==> config.mk <==
export PLATFORM = sky130hd
export DESIGN_NAME = syncBarrier
export DESIGN_NICKNAME = d
export VERILOG_FILES = /design/src/rtl/syncBarrierPkg.sv /design/src/rtl/syncBarrierPick.sv /design/src/rtl/syncBarrierData.sv /design/src/rtl/syncBarrierCtrl.sv /design/src/rtl/syncBarrier.sv
export SDC_FILE = /design/constraint.sdc
export NUM_CORES = 1
export LEC_CHECK = 0
export BUFFER_PORTS_ARGS = -buffer_cell sky130_fd_sc_hd__buf_2
export CAP_MARGIN = 20
export CORE_MARGIN = 10
export CORE_UTILIZATION = 35
export DETAILED_ROUTE_END_ITERATION = 12
export PLACE_DENSITY_LB_ADDON = 0.12
export SLEW_MARGIN = 20
export SYNTH_ARGS = -nofsm -noshare
export SYNTH_HDL_FRONTEND = slang
export SYNTH_SLANG_ARGS = --single-unit
==> constraint.sdc <==
create_clock -name clk -period 2.61 [get_ports clk]
set_input_delay 0.3915 -clock clk [delete_from_list [all_inputs] [get_ports clk]]
set_output_delay 0.3915 -clock clk [all_outputs]
set_load 0.05 [all_outputs]
==> src/rtl/syncBarrierPkg.sv <==
package syncBarrierPkg;

  // Four states of the two gates: each gate is either open or briefly held closed
  typedef enum logic [1:0] {
    PH_ADMIT_OPEN = 2'd0,
    PH_ADMIT_HELD = 2'd1,
    PH_LEAVE_OPEN = 2'd2,
    PH_LEAVE_HELD = 2'd3
  } gatePhase_e;

  // Strobes from control to datapath
  typedef struct packed {
    logic takeArrival;
    logic takeDeparture;
  } barStrobe_t;

endpackage

==> src/rtl/syncBarrierPick.sv <==
module syncBarrierPick #(
  parameter int N = 8
) (
  input  logic [N-1:0] req,
  output logic [N-1:0] grant,
  output logic         anyReq
);

  // Ripple chain: a bit is granted only when no lower index is requesting
  logic [N:0] seenLower;

  assign seenLower[0] = 1'b0;

  for (genvar g = 0; g < N; g++) begin : gPick
    assign grant[g]       = req[g] & ~seenLower[g];
    assign seenLower[g+1] = seenLower[g] | req[g];
  end

  assign anyReq = seenLower[N];

endmodule

==> src/rtl/syncBarrierData.sv <==
module syncBarrierData
  import syncBarrierPkg::*;
#(
  parameter int N = 8
) (
  input  logic         clk,
  input  logic         rstN,
  input  logic [N-1:0] arriveReq,
  input  barStrobe_t   strobe,
  output logic         pendingAny,
  output logic         insideAny,
  output logic         countFull,
  output logic         countZero,
  output logic [N-1:0] arriveAck,
  output logic [N-1:0] releasePulse
);

  localparam int CW = $clog2(N + 1);
  localparam logic [CW-1:0] FULL_COUNT = CW'(N);
  localparam logic [CW-1:0] ONE_COUNT  = CW'(1);

  logic [CW-1:0] occupancy;
  logic [N-1:0]  insideMask;
  logic [N-1:0]  ackQ;
  logic [N-1:0]  relQ;
  logic [N-1:0]  pendingReq;
  logic [N-1:0]  arrivePick;
  logic [N-1:0]  departPick;

  // A request counts as new only if that processor is not inside the barrier
  // and is not being released in this cycle
  assign pendingReq = arriveReq & ~insideMask & ~relQ;

  syncBarrierPick #(.N(N)) uArrivePick (
    .req    (pendingReq),
    .grant  (arrivePick),
    .anyReq (pendingAny)
  );

  syncBarrierPick #(.N(N)) uDepartPick (
    .req    (insideMask),
    .grant  (departPick),
    .anyReq (insideAny)
  );

  always_ff @(posedge clk) begin
    if (!rstN) begin
      occupancy  <= '0;
      insideMask <= '0;
      ackQ       <= '0;
      relQ       <= '0;
    end else begin
      ackQ <= strobe.takeArrival   ? arrivePick : '0;
      relQ <= strobe.takeDeparture ? departPick : '0;
      if (strobe.takeArrival) begin
        insideMask <= insideMask | arrivePick;
        occupancy  <= occupancy + ONE_COUNT;
      end else if (strobe.takeDeparture) begin
        insideMask <= insideMask & ~departPick;
        occupancy  <= occupancy - ONE_COUNT;
      end
    end
  end

  assign countFull    = (occupancy == FULL_COUNT);
  assign countZero    = (occupancy == '0);
  assign arriveAck    = ackQ;
  assign releasePulse = relQ;

endmodule

==> src/rtl/syncBarrierCtrl.sv <==
module syncBarrierCtrl
  import syncBarrierPkg::*;
(
  input  logic       clk,
  input  logic       rstN,
  input  logic       pendingAny,
  input  logic       insideAny,
  input  logic       countFull,
  input  logic       countZero,
  output barStrobe_t strobe
);

  gatePhase_e phase;
  gatePhase_e phaseNext;
  logic       admitGate;
  logic       leaveGate;

  assign admitGate = (phase == PH_ADMIT_OPEN);
  assign leaveGate = (phase == PH_LEAVE_OPEN);

  always_comb begin
    strobe.takeArrival   = admitGate & pendingAny;
    strobe.takeDeparture = leaveGate & insideAny;
  end

  always_comb begin
    phaseNext = phase;
    unique case (phase)
      PH_ADMIT_OPEN: if (pendingAny) phaseNext = PH_ADMIT_HELD;
      PH_ADMIT_HELD: phaseNext = countFull ? PH_LEAVE_OPEN : PH_ADMIT_OPEN;
      PH_LEAVE_OPEN: if (insideAny) phaseNext = PH_LEAVE_HELD;
      PH_LEAVE_HELD: phaseNext = countZero ? PH_ADMIT_OPEN : PH_LEAVE_OPEN;
      default:       phaseNext = PH_ADMIT_OPEN;
    endcase
  end

  always_ff @(posedge clk) begin
    if (!rstN) phase <= PH_ADMIT_OPEN;
    else       phase <= phaseNext;
  end

endmodule

==> src/rtl/syncBarrier.sv <==
module syncBarrier
  import syncBarrierPkg::*;
#(
  parameter int N = 8
) (
  input  logic         clk,
  input  logic         rstN,
  input  logic [N-1:0] arriveReq,
  output logic [N-1:0] arriveAck,
  output logic [N-1:0] releasePulse
);

  barStrobe_t strobe;
  logic       pendingAny;
  logic       insideAny;
  logic       countFull;
  logic       countZero;

  syncBarrierCtrl uCtrl (
    .clk        (clk),
    .rstN       (rstN),
    .pendingAny (pendingAny),
    .insideAny  (insideAny),
    .countFull  (countFull),
    .countZero  (countZero),
    .strobe     (strobe)
  );

  syncBarrierData #(.N(N)) uData (
    .clk          (clk),
    .rstN         (rstN),
    .arriveReq    (arriveReq),
    .strobe       (strobe),
    .pendingAny   (pendingAny),
    .insideAny    (insideAny),
    .countFull    (countFull),
    .countZero    (countZero),
    .arriveAck    (arriveAck),
    .releasePulse (releasePulse)
  );

endmodule

==> summary.txt <==
Synth
  • Area of the mapped netlist: 0.00131 mm2
  • Ys async rst share: 0%
  • Syn_area_per_cell: 9.26 um2
  • #FFs+latches synth: 30
  • Top cells by area, synth: dfxtp_1 46%, nor2_1 4.0%, nand2_1 3.5%, nor3b_1 3.5%, and3_1 2.9%
  • Post-synth EDFFs: 0
  • Cells after Synth: 141
  • Yosys top cell area share: 46.0%
  • Yosys cell types: 35
  • Post-synth top flop: dfxtp_1
  • Yosys warns: 0
  • Area leader, netlist: dfxtp_1
  • Seq/Total Area, Yosys: 46.0%
  • Syn nets: 153

Finish
  • Most common cell after layout, fill and taps aside: dfxtp_1
  • Register area: 602 um2
  • Most frequent cells in the layout: 29 x dfxtp_1, 25 x buf_2, 14 x nor2_1
  • Fin area: 0.00157 mm2
  • Final #Nets: 183
  • Area Growth Syn to Fin: 20.4%
  • Share of cells above drive strength 1: 25.0%
  • ANT cells: 0
  • FILL cells: 399
  • Final Instance Count excl. Fillers: 220
  • Multi-input gate area: 644 um2

Floorplanning
  • Core footprint: 0.00363 mm2
  • Initial Util: 35.9%
  • Die Width: 81.1 um
  • I/O pin count: 26
  • Die area: 0.00657 mm2
  • Die height: 81.1 um
  • Row cnt: 22

Clocking
  • Clock Latency Late Sink: 0.28 ns
  • CTS tree: done
  • Setup bufs post-CTS: 0
  • Num CTS Buffers: 5
  • Resize count post-CTS: 0
  • CTS Hold Bufs: 0
  • Clk root buf: clkbuf_8
  • Clock sink count: 30
  • H-Tree Depth: 2
  • Clk slew on worst S/H paths: 0.06 ns
  • Clk buf depth: 2

Setup path
  • Required time worst endpoint: 2.82 ns
  • Slowest cell on crit path: or3b_2
  • Crit path launch type: flip-flop
  • Critical path type: flip-flop to flip-flop
  • CP Data Arrival Time: 2.47 ns
  • Critical path, cell by cell: or3b_2, nand2_1, o31a_1, inv_1, ha_1, o21ai_0, a32oi_1, mux2i_1
  • Max incr delay on CP: 0.49 ns
  • Crit-path max FO: 6
  • Critical Path Sink Type: flip-flop

Placement
  • Cell total after placement: 212
  • Post-DP Area: 0.00148 mm2
  • Post-DP HPWL: 2340 um
  • Port Buffers: 25
  • GP Congestion: 0.770

Route
  • Drt pass-1 iters: 4
  • Via total after detailed routing: 1120
  • DRC: 0
  • Wire per inst: 13.7 um
  • Routed WL: 3010 um
  • DRT iter0 DRCs: 39
  • Antenna-violating nets left: 0
  • Vias per cell: 5.09

Timing
  • Clock Skews: 0.00669 ns
  • Hold Fails Final Rpt: 0
  • TNS Setup: 0 ns
  • Slew HR: 65.9%
  • Final worst path period need: 2.26 ns
  • Final Max Slew Viols: 0
  • Tcrit/Tclk final: 86.6%
  • Fmax: 0.442 GHz
  • Final setup violation count: 0
  • Worst slew pin tran: 0.511 ns
  • RSZ-0062 raised after global routing: false

Power
  • Int Pwr: 0.780 mW
  • Clock power frac: 34.8%
  • Power per cell area: 687 mW/mm2
  • Switching Share: 27.7%
  • NetSw: 0.299 mW
  • Seq pwr share: 47.5%
  • Lkg Pwr: 0.695 nW
  • Peak supply drop: 0.291 mV
  • Power, Total: 1.08 mW
  • Combinational share of power: 17.8%

Min path
  • Min-Delay Path Class: input pin to flip-flop

Global routing
  • GRT overflow: 0
  • Overall routing resource usage: 10.2%
  • Vias in the first global route: 1100
  • Pin count of the biggest net entering global routing: 14
  • Initial antenna violation count: 0
  • Global-route wire length before repair: 5230 um

Job
  • Maxcap violations: 0

Outcome
  • Status: finished clean
==> worst paths after layout <==
| kind | end | depth (start not counted) | startpoint | slack (ns) |
|---|---|---|---|---|
| max | uData.occupancy[3] | 8 | uData.insideMask[3] | 0.35 |
| min | uData.insideMask[0] | 3 | arriveReq[0] | 0.39 |
| max reg2reg | uData.occupancy[3] | 8 | uData.insideMask[3] | 0.35 |
| min reg2reg | uData.occupancy[3] | 2 | uData.occupancy[3] | 0.50 |
==> area by class of cell <==
class | count | share of cell area, %
multi-input combinational | 100 | 41.0
sequential | 30 | 38.3
timing repair buffer | 29 | 9.87
clock buffer | 7 | 5.49
tap | 48 | 3.82
inverter | 5 | 1.19
clock inverter | 1 | 0.318
==> routing by layer <==
layer | routed length, um | up-vias | track usage (%)
met4 | 57 | 0 | 4.67
met1 | 1290 | 528 | 11.6
met5 | 0 | - | 0
met3 | 192 | 6 | 4.08
met2 | 1480 | 22 | 16.4
li1 | - | 564 | -
==> cells by family (layout without fill, tap and decap cells) <==
kind of cell             count (synthesis)  count (layout)  share of synthesized area, %
adder cells (fa/ha/maj)                  2               2                          1.92
buffers and inverters                   11              42                          4.60
multiplexers                             3               3                          2.30
flip-flops                              30              30                          46.0
AND/OR/NAND/NOR                         70              70                          32.0
XOR/XNOR                                 3               3                          2.01
AO/OA/AOI/OAI                           22              22                          11.1
==> flip-flops by register name, summed over array words and instances (netlist names) <==
name and cells:
uData.insideMask 8, uData.occupancy 4, uData.arriveAck 8, uData.releasePulse 8, uCtrl.phase 2
==> metrics by stage <==
step | utilization, % | setup slack, ns | hold slack, ns
3_3_place_gp | 40.7 | 0.287 | 0.471
3_5_place_dp | 40.7 | 0.219 | 0.490
4_1_cts | 43.3 | 0.339 | 0.386
5_1_grt | 43.3 | 0.144 | 0.409
2_1_floorplan | - | 0.0264 | 0.446
6_report | 43.3 | 0.349 | 0.391
==> cells in the mapped netlist, drive strengths merged, types with 2 or more instances <==
master,number
dfxtp,30
nor2,14
nand2,12
nor3b,9
nand3,7
a21oi,6
and3,6
inv,5
o21ai,5
nor3,4
buf,3
clkbuf,3
mux2i,3
nor4,3
o31a,3
o31ai,3
a32oi,2
and4b,2
ha,2
nand2b,2
nor2b,2
nor4b,2
or3,2
or3b,2
xnor2,2
==> worst max-delay path, delay by kind of cell, from the launching register on <==
kind	cells	cell delay, ns
AND/OR/NAND/NOR	2	0.63
AO/OA/AOI/OAI	3	0.59
flip-flops	1	0.36
adder cells (fa/ha/maj)	1	0.35
multiplexers	1	0.20
buffers and inverters	1	0.06
==> power groups by stage <==
stage	clock, mW	combinational (mW)	sequential (mW)
floorplan	0	0.142	0.526
global placement	0	0.191	0.521
detailed placement	0	0.193	0.522
CTS	0.389	0.194	0.512
global route	0.412	0.217	0.516
finish	0.375	0.192	0.512
No activity file was read; power rests on OpenSTA's default activity.
